$ cat src/rtl/clk_mode_pkg.sv
package clk_mode_pkg;
  typedef enum logic [1:0] {
    RUN_RING_ONLY = 2'd0,
    RUN_RING_XON  = 2'd1,
    RUN_XTAL      = 2'd2
  } run_e;

  typedef enum logic [1:0] {
    LP_NONE = 2'd0,
    LP_HALT = 2'd1,
    LP_STOP = 2'd2
  } lp_e;
endpackage

$ cat src/rtl/clk_mode_run.sv
module clk_mode_run
  import clk_mode_pkg::*;
(
  input  logic clk_i,
  input  logic rst_ni,
  input  logic rst_any_i,
  input  logic lp_active_i,
  input  logic sel_wr_i,
  input  logic sel_val_i,
  input  logic stop_wr_i,
  input  logic stop_val_i,
  input  logic stab_done_i,
  input  logic clk_stat_i,
  output run_e run_o,
  output logic bad_wr_o
);
  run_e run_q, run_d;
  logic bad;

  always_comb begin
    run_d = run_q;
    bad   = 1'b0;
    if (!lp_active_i) begin
      if (sel_wr_i) begin
        if (sel_val_i) begin
          if (run_q == RUN_RING_XON) begin
            if (stab_done_i) run_d = RUN_XTAL;
            else             bad   = 1'b1;
          end else if (run_q == RUN_RING_ONLY) begin
            bad = 1'b1;
          end
        end else if (run_q == RUN_XTAL) begin
          run_d = RUN_RING_XON;
        end
      end else if (stop_wr_i) begin
        if (stop_val_i) begin
          if (run_q == RUN_RING_XON) begin
            // status must already show the ring clock
            if (!clk_stat_i) run_d = RUN_RING_ONLY;
            else             bad   = 1'b1;
          end else if (run_q == RUN_XTAL) begin
            bad = 1'b1;
          end
        end else if (run_q == RUN_RING_ONLY) begin
          run_d = RUN_RING_XON;
        end
      end
    end
  end

  always_ff @(posedge clk_i or negedge rst_ni) begin
    if (!rst_ni)        run_q <= RUN_RING_XON;
    else if (rst_any_i) run_q <= RUN_RING_XON;
    else                run_q <= run_d;
  end

  assign run_o    = run_q;
  assign bad_wr_o = bad & ~rst_any_i;

  AST_XTAL_ENTRY_STAB: assert property (@(posedge clk_i) disable iff (!rst_ni)
    (run_q == RUN_XTAL && $past(run_q) != RUN_XTAL) |-> $past(stab_done_i && sel_wr_i));
  AST_NO_SKIP_UP: assert property (@(posedge clk_i) disable iff (!rst_ni)
    $past(run_q) == RUN_RING_ONLY |-> run_q != RUN_XTAL);
  AST_NO_SKIP_DOWN: assert property (@(posedge clk_i) disable iff (!rst_ni)
    $past(run_q) == RUN_XTAL |-> run_q != RUN_RING_ONLY);
  AST_STOP_XTAL_RULE: assert property (@(posedge clk_i) disable iff (!rst_ni)
    (run_q == RUN_RING_ONLY && $past(run_q) != RUN_RING_ONLY) |-> $past(!clk_stat_i));
  AST_LP_HOLDS_RUN: assert property (@(posedge clk_i) disable iff (!rst_ni)
    (lp_active_i && !rst_any_i) |=> run_q == $past(run_q));
endmodule

$ cat src/rtl/clk_mode_lp.sv
module clk_mode_lp
  import clk_mode_pkg::*;
(
  input  logic clk_i,
  input  logic rst_ni,
  input  logic rst_any_i,
  input  logic halt_i,
  input  logic stop_i,
  input  logic irq_i,
  input  logic stab_done_i,
  input  run_e run_i,
  output lp_e  lp_o,
  output logic stab_wait_o
);
  lp_e  lp_q, lp_d;
  logic wait_q, wait_d;
  logic wake_stop;

  assign wake_stop = (lp_q == LP_STOP) && irq_i;

  always_comb begin
    lp_d = lp_q;
    if (lp_q == LP_NONE) begin
      if (stop_i)      lp_d = LP_STOP;
      else if (halt_i) lp_d = LP_HALT;
    end else if (irq_i) begin
      lp_d = LP_NONE;
    end
  end

  // crystal restarts after STOP: hold ring selection until it settles again
  always_comb begin
    wait_d = wait_q;
    if (wake_stop && run_i != RUN_RING_ONLY)  wait_d = 1'b1;
    else if (stab_done_i && lp_q == LP_NONE) wait_d = 1'b0;
  end

  always_ff @(posedge clk_i or negedge rst_ni) begin
    if (!rst_ni) begin
      lp_q   <= LP_NONE;
      wait_q <= 1'b0;
    end else if (rst_any_i) begin
      lp_q   <= LP_NONE;
      wait_q <= 1'b0;
    end else begin
      lp_q   <= lp_d;
      wait_q <= wait_d;
    end
  end

  assign lp_o        = lp_q;
  assign stab_wait_o = wait_q;

  AST_STOP_WINS: assert property (@(posedge clk_i) disable iff (!rst_ni)
    (lp_q == LP_NONE && stop_i && !rst_any_i) |=> lp_q == LP_STOP);
  AST_SLEEP_UNTIL_IRQ: assert property (@(posedge clk_i) disable iff (!rst_ni)
    (lp_q != LP_NONE && !irq_i && !rst_any_i) |=> lp_q == $past(lp_q));
endmodule

$ cat src/rtl/clk_mode_flags.sv
module clk_mode_flags (
  input  logic clk_i,
  input  logic rst_ni,
  input  logic rst_any_i,
  input  logic sel_xtal_i,
  input  logic bad_wr_i,
  input  logic err_clr_i,
  output logic clk_stat_o,
  output logic err_o
);
  logic stat_q, err_q;

  always_ff @(posedge clk_i or negedge rst_ni) begin
    if (!rst_ni) begin
      stat_q <= 1'b0;
      err_q  <= 1'b0;
    end else if (rst_any_i) begin
      stat_q <= 1'b0;
      err_q  <= 1'b0;
    end else begin
      stat_q <= sel_xtal_i;
      if (bad_wr_i)       err_q <= 1'b1;
      else if (err_clr_i) err_q <= 1'b0;
    end
  end

  assign clk_stat_o = stat_q;
  assign err_o      = err_q;

  AST_ERR_STICKY: assert property (@(posedge clk_i) disable iff (!rst_ni)
    (err_q && !err_clr_i && !rst_any_i) |=> err_q);
  AST_ERR_CAUSE: assert property (@(posedge clk_i) disable iff (!rst_ni)
    (!err_q && !bad_wr_i) |=> !err_q);
endmodule

$ cat src/rtl/clk_mode_ctrl.sv
module clk_mode_ctrl
  import clk_mode_pkg::*;
#(
  parameter int NUM_RST_SRC = 5
) (
  input  logic                   clk_i,
  input  logic                   rst_ni,
  input  logic [NUM_RST_SRC-1:0] rst_req_i,
  input  logic                   sel_wr_i,
  input  logic                   sel_val_i,
  input  logic                   stop_wr_i,
  input  logic                   stop_val_i,
  input  logic                   err_clr_i,
  input  logic                   halt_i,
  input  logic                   stop_i,
  input  logic                   irq_i,
  input  logic                   stab_done_i,
  output logic                   cpu_sel_xtal_o,
  output logic                   xtal_en_o,
  output logic                   cpu_clk_en_o,
  output logic                   clk_stat_o,
  output logic                   err_o
);
  logic rst_any, bad_wr, stab_wait, sel_xtal;
  run_e run;
  lp_e  lp;

  assign rst_any = |rst_req_i;

  clk_mode_run u_run (
    .clk_i       (clk_i),
    .rst_ni      (rst_ni),
    .rst_any_i   (rst_any),
    .lp_active_i (lp != LP_NONE),
    .sel_wr_i    (sel_wr_i),
    .sel_val_i   (sel_val_i),
    .stop_wr_i   (stop_wr_i),
    .stop_val_i  (stop_val_i),
    .stab_done_i (stab_done_i),
    .clk_stat_i  (clk_stat_o),
    .run_o       (run),
    .bad_wr_o    (bad_wr)
  );

  clk_mode_lp u_lp (
    .clk_i       (clk_i),
    .rst_ni      (rst_ni),
    .rst_any_i   (rst_any),
    .halt_i      (halt_i),
    .stop_i      (stop_i),
    .irq_i       (irq_i),
    .stab_done_i (stab_done_i),
    .run_i       (run),
    .lp_o        (lp),
    .stab_wait_o (stab_wait)
  );

  assign sel_xtal = (run == RUN_XTAL) && (lp != LP_STOP) && !stab_wait;

  clk_mode_flags u_flags (
    .clk_i      (clk_i),
    .rst_ni     (rst_ni),
    .rst_any_i  (rst_any),
    .sel_xtal_i (sel_xtal),
    .bad_wr_i   (bad_wr),
    .err_clr_i  (err_clr_i),
    .clk_stat_o (clk_stat_o),
    .err_o      (err_o)
  );

  assign cpu_sel_xtal_o = sel_xtal;
  assign xtal_en_o      = (run != RUN_RING_ONLY) && (lp != LP_STOP);
  assign cpu_clk_en_o   = (lp == LP_NONE);

  AST_SEL_NEEDS_OSC: assert property (@(posedge clk_i) disable iff (!rst_ni)
    cpu_sel_xtal_o |-> xtal_en_o);
  AST_RESET_TO_RING: assert property (@(posedge clk_i) disable iff (!rst_ni)
    rst_any |=> (!cpu_sel_xtal_o && xtal_en_o && cpu_clk_en_o && !err_o && !clk_stat_o));
  AST_STAT_LAG: assert property (@(posedge clk_i) disable iff (!rst_ni)
    !rst_any |=> clk_stat_o == $past(cpu_sel_xtal_o));
endmodule

$ cat config.mk
export PLATFORM = sky130hd
export DESIGN_NAME = clk_mode_ctrl
export DESIGN_NICKNAME = d
export VERILOG_FILES = /design/src/rtl/clk_mode_pkg.sv /design/src/rtl/clk_mode_run.sv /design/src/rtl/clk_mode_lp.sv /design/src/rtl/clk_mode_flags.sv /design/src/rtl/clk_mode_ctrl.sv
export SDC_FILE = /design/constraint.sdc
export NUM_CORES = 1
export LEC_CHECK = 0
export BUFFER_PORTS_ARGS = -buffer_cell sky130_fd_sc_hd__buf_2
export CAP_MARGIN = 40
export CELL_PAD_IN_SITES_DETAIL_PLACEMENT = 1
export CELL_PAD_IN_SITES_GLOBAL_PLACEMENT = 1
export CORE_MARGIN = 3
export CORE_UTILIZATION = 30
export CTS_CLUSTER_DIAMETER = 60
export DETAILED_ROUTE_END_ITERATION = 12
export GPL_TIMING_DRIVEN = 0
export PLACE_DENSITY = 0.79
export SETUP_SLACK_MARGIN = 0.4
export SYNTH_ARGS = -nofsm -noshare
export SYNTH_HDL_FRONTEND = slang
export SYNTH_SLANG_ARGS = --single-unit
$ cat constraint.sdc
create_clock -name clk_i -period 1.65 [get_ports clk_i]
set_input_delay 0.33 -clock clk_i [delete_from_list [all_inputs] [get_ports clk_i]]
set_output_delay 0.33 -clock clk_i [all_outputs]
set_load 0.01 [all_outputs]
==> results of run 1 <==
## kinds of logic (layout without fill, tap and decap cells)
| group | Yosys count | count (layout) | synth area share (%) |
|---|---|---|---|
| and+or+nand+nor | 27 | 27 | 36.0 |
| AOI/OAI and AO/OA | 15 | 15 | 21.6 |
| DFF | 7 | 7 | 39.1 |
| buffers and inverters | 4 | 36 | 3.32 |
## path summary, 6_finish.rpt
kind	start	end	depth (start not counted)
min	stop_i	u_lp.lp_o[1]$_DFFE_PN0P_	3
max reg2reg	u_run.run_o[0]$_DFFE_PN1P_	u_run.run_o[1]$_DFFE_PN0P_	3
min reg2reg	u_lp.stab_wait_o$_DFFE_PN0P_	u_flags.clk_stat_o$_DFF_PN0_	1
max in group asynchronous	rst_ni	u_run.run_o[0]$_DFFE_PN1P_	2
max	u_run.run_o[0]$_DFFE_PN1P_	cpu_sel_xtal_o	3
min in group asynchronous	rst_ni	u_run.run_o[1]$_DFFE_PN0P_	2
## cell type report
type	instances	area share (%)
Timing Repair Buffer	28	23.8
Sequential cell	7	24.8
Inverter	4	2.07
Clock buffer	4	3.62
Tap cell	15	2.59
Multi-Input combinational cell	42	43.1
## critical path, delay by kind of cell, from the launching register on
kind | cells | cell delay (ns)
buffers and inverters | 1 | 0.14
flip-flops | 1 | 0.57
AND/OR/NAND/NOR | 2 | 0.19
## power by group
part           switching (mW)  internal (mW)  total (mW)
Sequential           0.000962          0.173       0.174
Combinational          0.0303         0.0318      0.0621
Clock                  0.0632         0.0923       0.155
Total                  0.0944          0.297       0.391
## layout by cell type, fill, tap and decap left out
cell and n:
buf_2 19, buf_4 6, nor2_1 5, inv_1 4, a21oi_1 3, nand2b_1 3, nand3b_1 3, clkbuf_4 3
dfrtp_1 3, dfrtp_2 3, nand2b_4 2, nand2_1 2, o21ai_0 2, a21oi_2 2, nand4_1 2, buf_6 2
nor2_4 1, nor2b_4 1, nor3_2 1, nor3_1 1, nor4_1 1, nor3b_1 1, a211oi_2 1, o21ai_2 1
nand3_1 1, or2b_4 1, o32a_1 1, nor4b_2 1, a31oi_1 1, o22a_1 1, o31ai_1 1, a21o_2 1
a2bb2oi_1 1, nor2b_1 1, clkbuf_1 1, dlygate4sd3_1 1, dfstp_2 1
## registers in the layout, summed over array words and instances (netlist names)
signal              cells
u_lp.lp_o               2
u_run.run_o             2
u_flags.clk_stat_o      1
u_flags.err_o           1
u_lp.stab_wait_o        1
## per-layer routing
metal	routed length, um	part of all wire [%]	GRT usage (%)	vias to the layer above
li1	-	-	-	256
met1	666	39	21.1	267
met2	913	54	30.9	21
met3	96	5.7	6.37	2
met4	14	0.83	5.85	0
met5	0	0	0	-
## metrics by stage
step,std cells,hold slack [ns]
after floorplan,53,0.0344
after detailed placement,88,0.170
final,100,0.341
after global placement,88,0.167
after global routing,100,0.356
after CTS,99,0.329
## repair_timing
item	4_1_cts	5_1_grt
gates resized for setup	8	8
buffers inserted	6	1
pin swaps	2	5
gates cloned	0	0
endpoints found under the setup margin	5	6
endpoints found under the hold margin	6	0
hold buffers	1	0
==> impl_metrics.csv, run 1 <==
group,metric,value,unit
outcome,status,"finished clean",
hold_path,hold_class,"in2reg",
die,die_w,44.8,um
setup_path,worstPathMaxFanout,5,
die,num_rows,13,
global_routing,grt_pass1_wl,2.60,mm
layout,final_cell_area,726,sq um
timing,skew,0.00401,ns
routing,routed_via_density,5.46,
synthesis,avgSynthCellArea,8.52,sq um
routing,vias,546,
layout,area_growth,60.7,%
layout,drive_above_1_share,54.1,%
die,core-area,1350,sq um
power_and_ir_drop,ir_worst_vdd,0.000258,V
routing,routedWlPerCell,16.9,um
global_routing,track_usage,18.1,%
clocking,clkTransAtPathRegs,0.05,ns
clocking,tritoncts,"yes",
synthesis,synth-seq-cells,7,
layout,final_util,53.8,%
place,place_congestion,0.762,
synthesis,syn_nets,69,
place,dpl_cell_area,576,sq um
synthesis,synthTopCellsByArea,"dfrtp_1 (33%), dfstp_2 (5.8%), a21oi_1 (5.5%), nand2b_1 (5.5%), nand3b_1 (5.0%)",
die,die_h,44.8,um
setup_path,path_class,"reg2out",
synthesis,yosysWarningCount,0,
clocking,ctsLongestPathBuffers,2,
synthesis,synth_top_cell_by_area,"dfrtp_1",
setup_path,endpoint_kind,"primary output",
place,place_hpwl,991,um
synthesis,synth_cells,53,
timing,timing.setup.tns,0,ns
layout,seq_area,180,sq um
synthesis,synth_edf_count,0,
synthesis,synthTopCellsByCount,"dfrtp_1 (6), nor2_1 (6), a21oi_1 (5)",
flow_run,maxCapViolCount,0,
global_routing,grt_overflow,0,
synthesis,async_reset_ff_share,100,%
routing,dr.pass1.iters,4,
timing,relSlewSlack,78.9,%
power_and_ir_drop,p_per_area,539,nW/um^2
timing,clock.fmax,679,MHz
timing,final-setup-viol-count,0,
die,start_util,33.5,%
layout,num-fill-cells,166,
routing,drt_iter0_markers,7,
layout,multi_input_area,313,sq um
setup_path,crit_chain,"nand2b_4 -> nor3_2 -> buf_2",
timing,setup_slack,0.177,ns
layout,n_antenna_cell,0,
place,port_buffers,20,
clocking,cts.sinks,7,
synthesis,ys_seq_area_share,39.1,%
global_routing,grt_max_degree,8,
routing,drc,0,
synthesis,synth.distinct_cells,25,
timing,worstMarginPinSlew,0.314,ns
synthesis,yosys.area.top_type_share,33.2,%
die,ioPinCount,21,
setup_path,startpoint_type,"register",
power_and_ir_drop,power.total,391,uW
global_routing,grt_pass1_vias,580,
power_and_ir_drop,p_leak,0.341,nW
timing,drv_slew,0,
synthesis,netlist_area,452,sq um
timing,period_needed,1.47,ns
setup_path,arrival,1.14,ns
clocking,clk_latency,0.25,ns
die,design.die.area,2010,sq um
timing,rsz0062_at_grt,"yes",
clocking,cts_buffers,3,
setup_path,cp_data_required_time,1.32,ns
setup_path,crit_path_max_incr_delay,0.57,ns
layout,nets,102,
timing,hold_viol,0,
place,post-place-ws,0.188,ns
synthesis,synth_ff_type,"dfrtp_1",
setup_path,reg2reg_slack,0.24,ns
clocking,root_buffer,"clkbuf_4",
routing,wl,1.69,mm
timing,period_share,89.3,%
setup_path,slowest_stage,"dfstp_2",
global_routing,antenna_found_initial,0,
routing,drtAntennaViolNets,0,
clocking,htree_levels,1,
No activity file was read; power rests on OpenSTA's default activity.
==> run 2, diff against run 1 <==
CORE_UTILIZATION = 32   (was 30)
PLACE_DENSITY = 0.83   (was 0.79)
clock period = 1.7 ns   (was 1.65 ns; I/O delays follow)
==> run 2 against run 1 <==
Effect of this change:
- hold slack better by 0.0063 ns
- worst setup slack lost 0.017 ns
- sequential power decreased by 3%
- critical path depth is the same
- combinational power down 9.0%
- flip-flop and latch count is the same
- wire length shrank 7.9%
- global-route usage up 0.37 points
- first-iteration DRC count decreased by 43%
- clock-buffer cell count is the same
- cell count is 2.0% lower
- cell area decreased by 4.0%
- critical path type unchanged
- critical endpoint unchanged
- largest cell class unchanged
- highest routed layer unchanged
==> impl_metrics.csv, run 2 (synthesis results as in run 1) <==
group,metric,value,unit
setup_path,endpoint_kind,"primary output",
die,die_h,43.6,um
power_and_ir_drop,internal-power,287,uW
layout,n_antenna_cell,0,
timing,period_share,90.6,%
global_routing,grt_overflow,0,
layout,mostFrequentLayoutCells,"buf_2 (19), buf_4 (6), dfrtp_1 (5), inv_1 (4), a21oi_1 (4)",
clocking,root_buffer,"clkbuf_4",
power_and_ir_drop,ir_worst_vdd,0.000300,V
routing,vias,527,
routing,routed_via_density,5.38,
global_routing,antenna_found_initial,0,
power_and_ir_drop,p_sw,94.3,uW
hold_path,worstHoldStart,"stop_i",
setup_path,critPathLaunch,"u_run.run_o[0]$_DFFE_PN1P_",
power_and_ir_drop,pwr-share-comb,14.8,%
clocking,htree_levels,1,
place,port_buffers,20,
timing,timing.setup.tns,0,ns
die,core-area,1220,sq um
layout,drive_above_1_share,48.8,%
timing,final-setup-viol-count,0,
outcome,status,"finished clean",
die,design.die.area,1900,sq um
power_and_ir_drop,p_leak,0.328,nW
layout,num-fill-cells,151,
clocking,tritoncts,"yes",
timing,period_needed,1.54,ns
power_and_ir_drop,p_per_area,547,nW/um^2
flow_run,maxCapViolCount,0,
clocking,clkTransAtPathRegs,0.05,ns
power_and_ir_drop,power_frac_seq,44.1,%
timing,hold_viol,0,
setup_path,r2r-start,"u_run.run_o[0]$_DFFE_PN1P_",
timing,relSlewSlack,78.5,%
timing,rsz0062_at_grt,"yes",
layout,area_growth,54.3,%
setup_path,path_class,"reg2out",
timing,worstMarginPinSlew,0.320,ns
clocking,clk_latency,0.26,ns
timing,timing.hold.ws,0.347,ns
routing,drtAntennaViolNets,0,
routing,routedWlPerCell,15.9,um
hold_path,hold_class,"in2reg",
global_routing,grt_max_degree,9,
layout,final_common_cell,"buf_2",
place,place_hpwl,1.04,mm
timing,drv_slew,0,
die,start_util,37.1,%
die,num_rows,12,
timing,skew,0.00501,ns
routing,drt_iter0_markers,4,
power_and_ir_drop,clkPwrFrac,41.0,%
global_routing,grt_pass1_vias,562,
clocking,ctsLongestPathBuffers,2,
power_and_ir_drop,swShare,24.7,%
place,place_congestion,0.755,
setup_path,worstPathMaxFanout,6,
setup_path,cp_data_required_time,1.36,ns
timing,clock.fmax,649,MHz
clocking,cts_buffers,3,
clocking,cts.sinks,7,
setup_path,startpoint_type,"register",
die,ioPinCount,21,
global_routing,grt_pass1_wl,2.50,mm
setup_path,arrival,1.20,ns
layout,nets,101,
routing,dr.pass1.iters,4,
global_routing,track_usage,18.5,%
die,die_w,43.6,um
routing,wl,1.56,mm
routing,drc,0,
## run 2: cell count changes in the layout (fill, tap and decap cells not counted), sizes merged
cell | before | now
buf | 27 | 26
## run 2: final timing paths
kind	to	slack (ns)	cells past startpoint
hold / removal	u_lp.lp_o[1]$_DFFE_PN0P_	0.35	3
setup reg to reg	u_run.run_o[1]$_DFFE_PN0P_	0.21	4
setup / recovery	cpu_sel_xtal_o	0.16	3
hold reg to reg	u_flags.clk_stat_o$_DFF_PN0_	0.53	1
min in group asynchronous	u_lp.stab_wait_o$_DFFE_PN0P_	0.45	2
max in group asynchronous	u_run.run_o[0]$_DFFE_PN1P_	1.01	2
## run 2: what timing repair did
| item | in CTS | in global routing |
|---|---|---|
| endpoints found under the setup margin | 5 | 6 |
| hold endpoints to repair | 6 | 0 |
| hold buffers | 1 | 0 |
| gates resized for setup | 5 | 7 |
| pin swaps | 2 | 6 |
| setup buffers | 5 | 1 |
## run 2: cell type report
class                   count  area, sq um  share of cell area (%)
clock buffers               4         26.3                    3.77
inverters                   4         15.0                    2.15
multi-input cells          42          299                    42.9
flip-flops and latches      7          178                    25.5
well taps                  14         17.5                    2.51
repair buffers             27          161                    23.2
## run 2: stage by stage
stage | cell area (sq um) | cells | util, % | power, mW | worst slack, ns
finish | 697 | 98 | 57.3 | 0.381 | 0.160
global route | 697 | 98 | 57.3 | 0.403 | 0.121
CTS | 668 | 97 | 54.9 | 0.390 | 0.210
detailed placement | 572 | 87 | 47.0 | 0.222 | 0.234
global placement | 572 | 87 | 47.0 | 0.220 | 0.242
floorplan | 454 | 53 | - | 0.193 | 0.392
## run 2: critical path, stage by stage, from the launching register on
cell,delay [ns]
dfstp_2,0.60
nand2b_4,0.16
nor3_2,0.04
buf_2,0.14
## run 2: power groups by stage
stage	Combinational, mW	Clock [mW]	Sequential, mW
floorplan	0.0222	0	0.171
global placement	0.0486	0	0.171
detailed placement	0.0511	0	0.171
CTS	0.0544	0.167	0.168
global route	0.0626	0.173	0.168
finish	0.0565	0.157	0.168
## run 2: metal layers
metal	vias up	share of wire, %	global-route usage, %	wire length, um
met4	0	2.3	11.4	36
met3	5	5.2	5.81	81
li1	255	-	-	-
met2	16	52	30.8	813
met5	-	0	0	0
met1	251	40	20.1	627
==> run 3, diff against run 2 <==
CORE_MARGIN = 4   (was 3)
==> run 3 against run 2 <==
Effect of this change:
- hold slack about the same
- first-iteration DRC count increased by 25%
- clock-buffer cell count unchanged
- maximum frequency increased by 6.3%
- combinational power increased by 2%
- critical endpoint is now xtal_en_o
- largest cell class unchanged
- highest routed layer unchanged
==> impl_metrics.csv, run 3 (synthesis results as in run 1) <==
group,metric,value,unit
outcome,status,"finished clean",
layout,mostFrequentLayoutCells,"buf_2 (19), buf_4 (8), nor2_1 (5)",
timing,worstMarginPinSlew,0.317,ns
place,place_congestion,0.733,
routing,routedWlPerCell,15.2,um
clocking,tritoncts,"yes",
routing,drtAntennaViolNets,0,
timing,drv_slew,0,
die,design.die.area,2080,sq um
layout,area_growth,60.7,%
layout,seq_area,179,sq um
hold_path,hold_class,"in2reg",
power_and_ir_drop,p_per_area,520,nW/um^2
global_routing,antenna_found_initial,0,
routing,routed_via_density,5.43,
layout,num-fill-cells,167,
setup_path,worstPathMaxFanout,8,
global_routing,grt_pass1_wl,2.19,mm
clocking,clkTransAtPathRegs,0.05,ns
timing,timing.setup.tns,0,ns
global_routing,track_usage,15.3,%
die,core-area,1320,sq um
clocking,clk_latency,0.25,ns
layout,final_common_cell,"buf_2",
routing,drc,0,
die,die_w,45.6,um
clocking,ctsLongestPathBuffers,2,
setup_path,startpoint_type,"register",
layout,drive_above_1_share,52.3,%
timing,period_share,85.2,%
routing,vias,548,
setup_path,path_class,"reg2out",
global_routing,grt_overflow,0,
clocking,cts.sinks,7,
timing,clock.fmax,691,MHz
timing,final-setup-viol-count,0,
setup_path,worstRegToRegCells,4,
setup_path,endpoint_kind,"primary output",
clocking,cts_buffers,3,
die,start_util,34.3,%
timing,hold_viol,0,
layout,n_antenna_cell,0,
power_and_ir_drop,power.total,377,uW
layout,nets,103,
routing,dr.pass1.iters,3,
routing,wl,1.53,mm
global_routing,grt_pass1_vias,544,
timing,period_needed,1.45,ns
hold_path,hold_depth,3,
die,die_h,45.6,um
setup_path,arrival,1.11,ns
routing,drt_iter0_markers,5,
clocking,htree_levels,1,
die,ioPinCount,21,
flow_run,maxCapViolCount,0,
timing,rsz0062_at_grt,"yes",
place,place_hpwl,1.06,mm
timing,skew,0.000785,ns
die,num_rows,13,
power_and_ir_drop,ir_worst_vdd,0.000281,V
layout,multi_input_area,310,sq um
setup_path,cp_data_required_time,1.36,ns
timing,relSlewSlack,78.7,%
global_routing,grt_max_degree,9,
power_and_ir_drop,p_leak,0.340,nW
place,port_buffers,20,
clocking,root_buffer,"clkbuf_4",
[run 3: worst paths after layout]
check / endpoint / slack, ns / start
hold / removal: u_lp.lp_o[1]$_DFFE_PN0P_ / 0.35 / stop_i
min in group asynchronous: u_lp.lp_o[1]$_DFFE_PN0P_ / 0.45 / rst_ni
setup reg to reg: u_run.run_o[1]$_DFFE_PN0P_ / 0.30 / u_run.run_o[0]$_DFFE_PN1P_
max in group asynchronous: u_run.run_o[0]$_DFFE_PN1P_ / 1.02 / rst_ni
setup / recovery: xtal_en_o / 0.25 / u_run.run_o[1]$_DFFE_PN0P_
hold reg to reg: u_flags.clk_stat_o$_DFF_PN0_ / 0.53 / u_lp.stab_wait_o$_DFFE_PN0P_
[run 3: what timing repair did]
| item | CTS | global route |
|---|---|---|
| hold buffers | 1 | 0 |
| endpoints found under the hold margin | 6 | 0 |
| setup endpoints to repair | 5 | 7 |
| setup buffers | 5 | 3 |
| pin swaps | 2 | 4 |
| resized for setup | 8 | 6 |
[run 3: report_power, final]
group | internal (mW) | leakage (nW) | switching (mW)
registers | 0.168 | 0.0909 | 0.000910
clock network | 0.0896 | 0.0150 | 0.0616
logic | 0.0308 | 0.234 | 0.0271
total | 0.288 | 0.340 | 0.0896
[run 3: cell type report]
type / count / area share [%]
Sequential cell: 7 / 24.7
Inverter: 4 / 2.07
Timing Repair Buffer: 29 / 24.3
Tap cell: 15 / 2.59
Clock buffer: 4 / 3.62
Multi-Input combinational cell: 42 / 42.8
[run 3: stage by stage]
step	util (%)	instances	hold slack (ns)	instance area (sq um)	setup slack (ns)
2_1_floorplan	-	53	0.0444	454	0.392
3_3_place_gp	43.5	88	0.181	573	0.246
3_5_place_dp	43.5	88	0.184	573	0.254
4_1_cts	51.8	98	0.335	682	0.245
5_1_grt	55.1	101	0.359	726	0.196
6_report	55.1	101	0.347	726	0.252
[run 3: routing by layer]
layer | vias up | global-route usage [%] | share of wire (%) | wire [um]
met4 | 0 | 7.60 | 2.1 | 32
li1 | 260 | - | - | -
met5 | - | 0 | 0 | 0
met3 | 4 | 5.53 | 4.1 | 63
met2 | 17 | 27.6 | 54 | 820
met1 | 267 | 15.1 | 40 | 616
[run 3: worst max-delay path, stage by stage, from the launching register on]
cell and delay (ns):
dfrtp_2 0.47, nor2_1 0.20, nor2_1 0.06, buf_2 0.13
